## src/rtl/ras_pkg.sv

```systemverilog
package ras_pkg;

  // Occupancy after one cycle, given the accepted operations.
  function automatic int unsigned ras_next_level(int unsigned cur, bit do_push,
                                                 bit do_pop, int unsigned depth);
    int unsigned nxt;
    nxt = cur;
    if (do_push) begin
      if (cur < depth) nxt = cur + 1;
    end else if (do_pop) begin
      if (cur > 0) nxt = cur - 1;
    end
    return nxt;
  endfunction

  // A pop is accepted only when alone and the stack holds something.
  function automatic bit ras_pop_accept(bit push, bit pop, bit empty);
    return pop && !push && !empty;
  endfunction

endpackage

```

## src/rtl/ras_level_cell.sv

```systemverilog
module ras_level_cell #(
  parameter int AW = 12
) (
  input  logic          clk,
  input  logic          rst_n,
  input  logic          shift_down,
  input  logic          shift_up,
  input  logic [AW-1:0] from_shallower,
  input  logic [AW-1:0] from_deeper,
  output logic [AW-1:0] value_o
);

  always_ff @(posedge clk or negedge rst_n) begin
    if (!rst_n)          value_o <= '0;
    else if (shift_down) value_o <= from_shallower;
    else if (shift_up)   value_o <= from_deeper;
  end

endmodule

```

## src/rtl/ras_occupancy.sv

```systemverilog
module ras_occupancy
  import ras_pkg::*;
#(
  parameter int DEPTH = 6,
  parameter int CW    = $clog2(DEPTH + 1)
) (
  input  logic          clk,
  input  logic          rst_n,
  input  logic          do_push,
  input  logic          do_pop,
  output logic [CW-1:0] level_o,
  output logic          empty_o
);

  logic [CW-1:0] level_nxt;

  always_comb
    level_nxt = CW'(ras_next_level(int'(level_o), do_push, do_pop, DEPTH));

  always_ff @(posedge clk or negedge rst_n) begin
    if (!rst_n) level_o <= '0;
    else        level_o <= level_nxt;
  end

  assign empty_o = (level_o == '0);

  assert_level_bound_R4: assert property (@(posedge clk) disable iff (!rst_n)
    int'(level_o) <= DEPTH);

  assert_full_holds_R4: assert property (@(posedge clk) disable iff (!rst_n)
    (do_push && int'(level_o) == DEPTH) |=> int'(level_o) == DEPTH);

  assert_empty_holds_R5: assert property (@(posedge clk) disable iff (!rst_n)
    (!do_push && empty_o) |=> empty_o);

endmodule

```

## src/rtl/ras_stack.sv

```systemverilog
module ras_stack
  import ras_pkg::*;
#(
  parameter int DEPTH = 6,
  parameter int AW    = 12,
  parameter int CW    = $clog2(DEPTH + 1)
) (
  input  logic          clk,
  input  logic          rst_n,
  input  logic          push_i,
  input  logic          pop_i,
  input  logic [AW-1:0] pc_i,
  output logic [AW-1:0] ret_addr_o,
  output logic          ret_valid_o,
  output logic [CW-1:0] level_o
);

  logic [AW-1:0] lvl [DEPTH];
  logic          empty;
  logic          do_push;
  logic          do_pop;
  logic          collide;

  assign do_push = push_i;
  assign do_pop  = ras_pop_accept(push_i, pop_i, empty);
  assign collide = push_i && pop_i;

  for (genvar k = 0; k < DEPTH; k++) begin : g_level
    logic [AW-1:0] above;
    logic [AW-1:0] below;
    if (k == 0) begin : g_top
      assign above = pc_i;
    end else begin : g_mid
      assign above = lvl[k-1];
    end
    if (k == DEPTH - 1) begin : g_bottom
      assign below = '0;
    end else begin : g_inner
      assign below = lvl[k+1];
    end
    ras_level_cell #(.AW(AW)) u_cell (
      .clk            (clk),
      .rst_n          (rst_n),
      .shift_down     (do_push),
      .shift_up       (do_pop),
      .from_shallower (above),
      .from_deeper    (below),
      .value_o        (lvl[k])
    );
  end

  ras_occupancy #(.DEPTH(DEPTH), .CW(CW)) u_occ (
    .clk     (clk),
    .rst_n   (rst_n),
    .do_push (do_push),
    .do_pop  (do_pop),
    .level_o (level_o),
    .empty_o (empty)
  );

  assign ret_addr_o  = lvl[0];
  assign ret_valid_o = do_pop;

  assert_push_lands_top_R2: assert property (@(posedge clk) disable iff (!rst_n)
    push_i |=> ret_addr_o == $past(pc_i));

  assert_pop_moves_up_R3: assert property (@(posedge clk) disable iff (!rst_n)
    ret_valid_o |=> ret_addr_o == $past(lvl[1]));

  assert_pop_count_R3: assert property (@(posedge clk) disable iff (!rst_n)
    ret_valid_o |=> level_o == $past(level_o) - 1'b1);

  assert_no_empty_pop_R5: assert property (@(posedge clk) disable iff (!rst_n)
    (level_o == '0) |-> !ret_valid_o);

  assert_collision_push_wins_R6: assert property (@(posedge clk) disable iff (!rst_n)
    collide |=> (ret_addr_o == $past(pc_i)) && (level_o != '0));

  assert_zero_fill_R7: assert property (@(posedge clk) disable iff (!rst_n)
    ret_valid_o |=> lvl[DEPTH-1] == '0);

  assert_empty_reads_zero_R7: assert property (@(posedge clk) disable iff (!rst_n)
    (level_o == '0) |-> ret_addr_o == '0);

endmodule

```

## config.mk

```make
export PLATFORM = sky130hd
export DESIGN_NAME = ras_stack
export DESIGN_NICKNAME = d
export VERILOG_FILES = /design/src/rtl/ras_pkg.sv /design/src/rtl/ras_level_cell.sv /design/src/rtl/ras_occupancy.sv /design/src/rtl/ras_stack.sv
export SDC_FILE = /design/constraint.sdc
export NUM_CORES = 1
export LEC_CHECK = 0
export BUFFER_PORTS_ARGS = -buffer_cell sky130_fd_sc_hd__buf_2
export CAP_MARGIN = 10
export CORE_UTILIZATION = 63
export CTS_CLUSTER_DIAMETER = 40
export DETAILED_ROUTE_END_ITERATION = 8
export PLACE_DENSITY = 0.82
export SLEW_MARGIN = 20
export SYNTH_ARGS = -nofsm -noshare
export SYNTH_HDL_FRONTEND = slang
export SYNTH_HIERARCHICAL = 1
export SYNTH_SLANG_ARGS = --single-unit
```

## constraint.sdc

```tcl
create_clock -name clk -period 5 [get_ports clk]
set_clock_uncertainty 0.15 [all_clocks]
set_input_delay 1 -clock clk [delete_from_list [all_inputs] [get_ports clk]]
set_output_delay 1 -clock clk [all_outputs]
set_load 0.01 [all_outputs]
```

; Word level (Yosys, flattened, before mapping)
; Index checks and enable logic that the tools add are counted.
[word_totals]
word_cells = 36
ff_bits = 75
input_bits = 16
output_inout_bits = 16
[op_classes]
muxes = 16
addsub = 2
n_eq_ne = 1
n_lt_le_gt_ge = 2
reduce_logical = 8
[ops]
columns = op, n
row1 = $mux W12, 12
row2 = $mux W3, 4
row3 = $reduce_bool A2 Y1, 2
row4 = $add A3 B1 Y3 const B, 1
row5 = $gt A3 B1 Y1 const B, 1
row6 = $logic_not A3 Y1, 1
row7 = $lt A3 B3 Y1 const B, 1
row8 = $reduce_and A3 Y1, 1
row9 = $sub A3 B1 Y3 const B, 1
row10 = $logic_and A1 B1 Y1, 2
row11 = $logic_not A1 Y1, 2
row12 = $ne A2 B1 Y1 const B, 1

; Logic depth before layout (Yosys ltp)
[depth]
depth_word = 5
depth_mapped = 6
mapped_depth_nobuf = 5

; Cells and area by module
; Netlist, hierarchy kept.
[by_module_without_submodules]
columns = mod, n_inst, seq_area_each_um2, cells_each, area_each_um2
row1 = ras_level_cell, 6, 300.3, 51, 550.5
row2 = ras_occupancy, 1, 75.1, 23, 252.7
row3 = ras_stack, 1, 0.0, 2, 16.3

; Least setup slack after synthesis
; No wires, ideal clock.
[synth_path]
path_kind = input to output
start = input port push_i
end = output port ret_valid_o
slack_ns = 1.486
path_buffers = 0
arrival_time_ns = 2.364
required_time_ns = 3.850
stages = 1
cell_sequence = nor3b_2
[synth_between]
elab_chain_len = 3
[synth_rtl]
columns = element, line_no
row1 = "start, declared", ras_stack.sv:10  ; input logic push_i,
row2 = $logic_not A1 Y1, ras_pkg.sv:18  ; return pop && !push && !empty;
row3 = $logic_and A1 B1 Y1 (2 in a row), ras_pkg.sv:18
row4 = "end, declared", ras_stack.sv:14  ; output logic ret_valid_o,
; No other way between the ends.

; Final worst setup path
[layout_path]
start = input port push_i
end = register g_level[2].u_cell.value_o[2]
[layout_between]
elab_chain_len = 4
elab_cells_between_ends = 5
cone_classes = mux: 1 / reduce/logical: 4
[layout_rtl]
columns = element, line_no
row1 = $logic_not A1 Y1, ras_pkg.sv:18
row2 = $logic_and A1 B1 Y1 (2 in a row), ras_pkg.sv:18
row3 = $reduce_bool A2 Y1 (no line), --
row4 = "end signal, assigned", ras_level_cell.sv:15  ; else if (shift_down) value_o <= from_shallower;
row5 = "end signal, assigned", ras_level_cell.sv:16  ; else if (shift_up) value_o <= from_deeper;
row6 = "end, declared", ras_level_cell.sv:10  ; output logic [AW-1:0] value_o
; Parallel ways exist; a longest one is shown, timed or not.
; A chain may end at the register's enable or synchronous reset.

==> results.txt <==
The initial utilization of the core area, before any placement, comes to 65.3%. The H-tree level count is 3. Buffers placed on the I/O ports in this run total 31. Among the stages of the critical path, the cell type that occurs most often is buf_4.

The delay contributed by the slowest stage of the critical path came out at 790 ps. The post-route antenna net violation count came out at 0. The run finished with clean final reports. The peak clock frequency supported by timing is 343 MHz.

After global routing the overflow that remains totals 0. Once routing completed, OpenROAD measured the worst setup slack at 2080 ps. The largest net degree at the start of global routing is 125.

The total power density per cell area is 437 nW/um^2. CTS placed an instance of clkbuf_8 at the clock tree root. The total routing resource utilization after global routing is 22.4%. Summed over all instances, the cell type with the most area after synthesis is dfrtp_1. The top-area cell type share of the netlist area came out at 52.5%. STA classifies the critical path endpoint as a register. The worst-case IR drop observed on VDD is 0.260 mV. The first global-routing pass estimated 10300 um of wire. The cell area that synthesis handed to floorplanning was 3570 sq um.

The worst path uses 58.4% of the clock period. The worst max-slew margin expressed relative to the limit came out at 38.5%. The slew of the pin with the lowest slew margin is 923 ps.

The library cell used most frequently in the layout, excluding fill and tap cells, is dfrtp_1. The quantity of gates resized following cts came out at 0. The repair_antennas step left the layout with diodes totalling 0. The number of placed I/O pins is 32. For this design, the slowest cell found on the critical path is buf_4.

The max-slew violation count is 0. The category of the critical setup timing path is in2reg. At the worst endpoint, the required time is 5070 ps. The count of standard-cell rows is 27. The worst-skew pair later-pin latency is 340 ps. The total wire length came out at 6110 um.

In this run the post-CTS setup repair buffer count came out at 0. The number of hold violations in the final report came out at 0. The number of distinct library cells after synthesis came out at 25. The number of antenna violations at the first check in global routing came out at 0. The total area inside the core boundary comes to 5470 sq um. After detailed routing, the number of remaining DRC violations is 0. The gate count of the mapped netlist is 331. By area the synthesized netlist is led by dfrtp_1, mux2i_1, nand2_1. The number of clock buffers inserted by TritonCTS came out at 9. The maximum buffer depth of the clock tree came out at 2. Of the cells placed in the final design, the portion with a size suffix greater than 1 is 16.1%.

The initial detailed-routing violation count came out at 188. The hold-fix buffer count after cts came out at 0. The number of instances in the placed design is 429.

The part of the power in the clock network came out at 22.9%. The number of non-filler instances in the completed layout is 445. The die covers 5980 sq um. Once detailed placement completed, the half-perimeter wirelength came to 3740 um. In the layout the commonest cells are dfrtp_1, mux2i_1, nand2_1, o21ai_1, buf_2.

Summed over all nets, the switching power comes to 565 uW. Setup repair after global routing left no endpoint under its margin. The worst slack at placement is 1720 ps. Data arrives at the worst endpoint at 2980 ps. The number of maximum-capacitance constraint violations came out at 0.

In the routed layout, each cell is associated on average with a via count of 5.42. In this run the static leakage power is 1.75 nW. The switching share of power is 32.8%. The sequential share of the synthesized area is 52.5%. The signal on the critical path passes through buf_4 -> nor3b_4 -> buf_4 -> buf_4 -> mux2i_1 -> o21ai_1.

At the end of routability-driven placement, the weighted congestion stood at 0.706. The internal power of the cells is 1.16 mW. Power comes to 1.72 mW.

The total number of nets in the final design is 386. The clock sink total is 75. The part of the total power dissipated in combinational logic came out at 25.6%. The Yosys step of the flow raised 6 warnings. The final setup violation count came out at 0. The highest net fanout along the worst path came out at 58. The die is 77.3 um wide. Dividing the detail-routed wire length by the instance count gives 13.7 um. The post-route minimum period came out at 2920 ps.

The clock transition at the registers of the reported paths is 70 ps. The via count came out at 2414. Relative to the synthesized area, the layout overhead comes to 10.3%. TritonCTS built the clock tree. The die boundary height came out at 77.3 um. The final-layout setup total negative slack came out at 0 ps. The sequential share of power came out at 51.5%. The worst setup path is launched from a primary input.

The per-instance average area after synthesis is 10.8 sq um. After filler insertion, the fill cell instance count of the layout stands at 412. The path class of the lowest-slack min-delay path is reg2reg. The synthesized design contains 75 register bits. The number of global-route vias before repair came out at 2077.

The total iterations of the first detailed-routing run came out at 4.
critical path: cells and delay by family:
kind                   cells  cell delay (ps)
and+or+nand+nor            1              220
buffers and inverters      3             1330
AOI/OAI and AO/OA          1              100
muxes                      1              300
synthesized netlist by cell type, drive strengths merged:
cell and instances:
dfrtp 75, mux2i 73, nand2 73, o21ai 72, buf 19, nor2 3, a21oi 2, nand2b 2
nor3 2, a311oi 1, conb 1, fa 1, inv 1, mux4 1, nor2b 1, nor3b 1
o211a 1, o221a 1, o22a 1
kinds of logic (layout without fill, tap and decap cells):
| kind of cell | after synthesis | after routing | synth area share, % |
|---|---|---|---|
| compound gates | 78 | 78 | 12.1 |
| mux | 74 | 74 | 21.1 |
| simple gates | 82 | 82 | 9.63 |
| fa+ha+maj | 1 | 1 | 0.560 |
| buf+inv | 20 | 51 | 3.99 |
| flops | 75 | 75 | 52.5 |
| other cells | 1 | 12 | 0.105 |
power by group through the flow:
| stage | clock network, mW | logic [mW] | registers [mW] |
|---|---|---|---|
| 5_1_grt | 0.425 | 0.491 | 0.910 |
| 3_5_place_dp | 0 | 0.440 | 0.898 |
| 2_1_floorplan | 0 | 0.342 | 0.875 |
| 3_3_place_gp | 0 | 0.421 | 0.889 |
| 6_report | 0.395 | 0.441 | 0.887 |
| 4_1_cts | 0.405 | 0.444 | 0.887 |
metrics by stage:
step | hold slack [ps] | instance area, sq um | utilization (%)
finish | 366 | 3940 | 72.0
global route | 388 | 3940 | 72.0
CTS | 368 | 3910 | 71.5
detailed placement | 351 | 3750 | 68.6
global placement | 339 | 3750 | 68.6
floorplan | 323 | 3610 | -
final timing paths:
check | startpoint | end | slack [ps] | cells past startpoint
max | push_i | g_level[2].u_cell/value_o[2] | 2080 | 6
min | g_level[4].u_cell/value_o[0] | g_level[5].u_cell/value_o[0] | 370 | 2
max reg2reg | u_occ/level_o[1] | g_level[2].u_cell/value_o[2] | 2290 | 6
min reg2reg | g_level[4].u_cell/value_o[0] | g_level[5].u_cell/value_o[0] | 370 | 2
max in group asynchronous | rst_n | g_level[5].u_cell/value_o[11] | 3460 | 1
min in group asynchronous | rst_n | u_occ/level_o[2] | 610 | 1
metal layers:
layer	GRT usage (%)	share of wire [%]
met5	0	0
met2	30.3	44
met3	3.93	3.0
met4	11.1	2.0
met1	34.7	51
flip-flops by register name, indices dropped and copies added (netlist names):
signal                  flops
g_level.u_cell/value_o     72
u_occ/level_o               3
final cells by class:
| type | count | area, sq um | share of cell area (%) |
|---|---|---|---|
| inverter | 1 | 3.75 | 0.0952 |
| clock buffer | 12 | 145 | 3.68 |
| clock inverter | 3 | 15.0 | 0.381 |
| timing repair buffer | 35 | 210 | 5.33 |
| tap | 72 | 90.1 | 2.29 |
| multi-input combinational | 247 | 1600 | 40.6 |
| sequential | 75 | 1880 | 47.6 |
No activity file was read; power rests on OpenSTA's default activity.
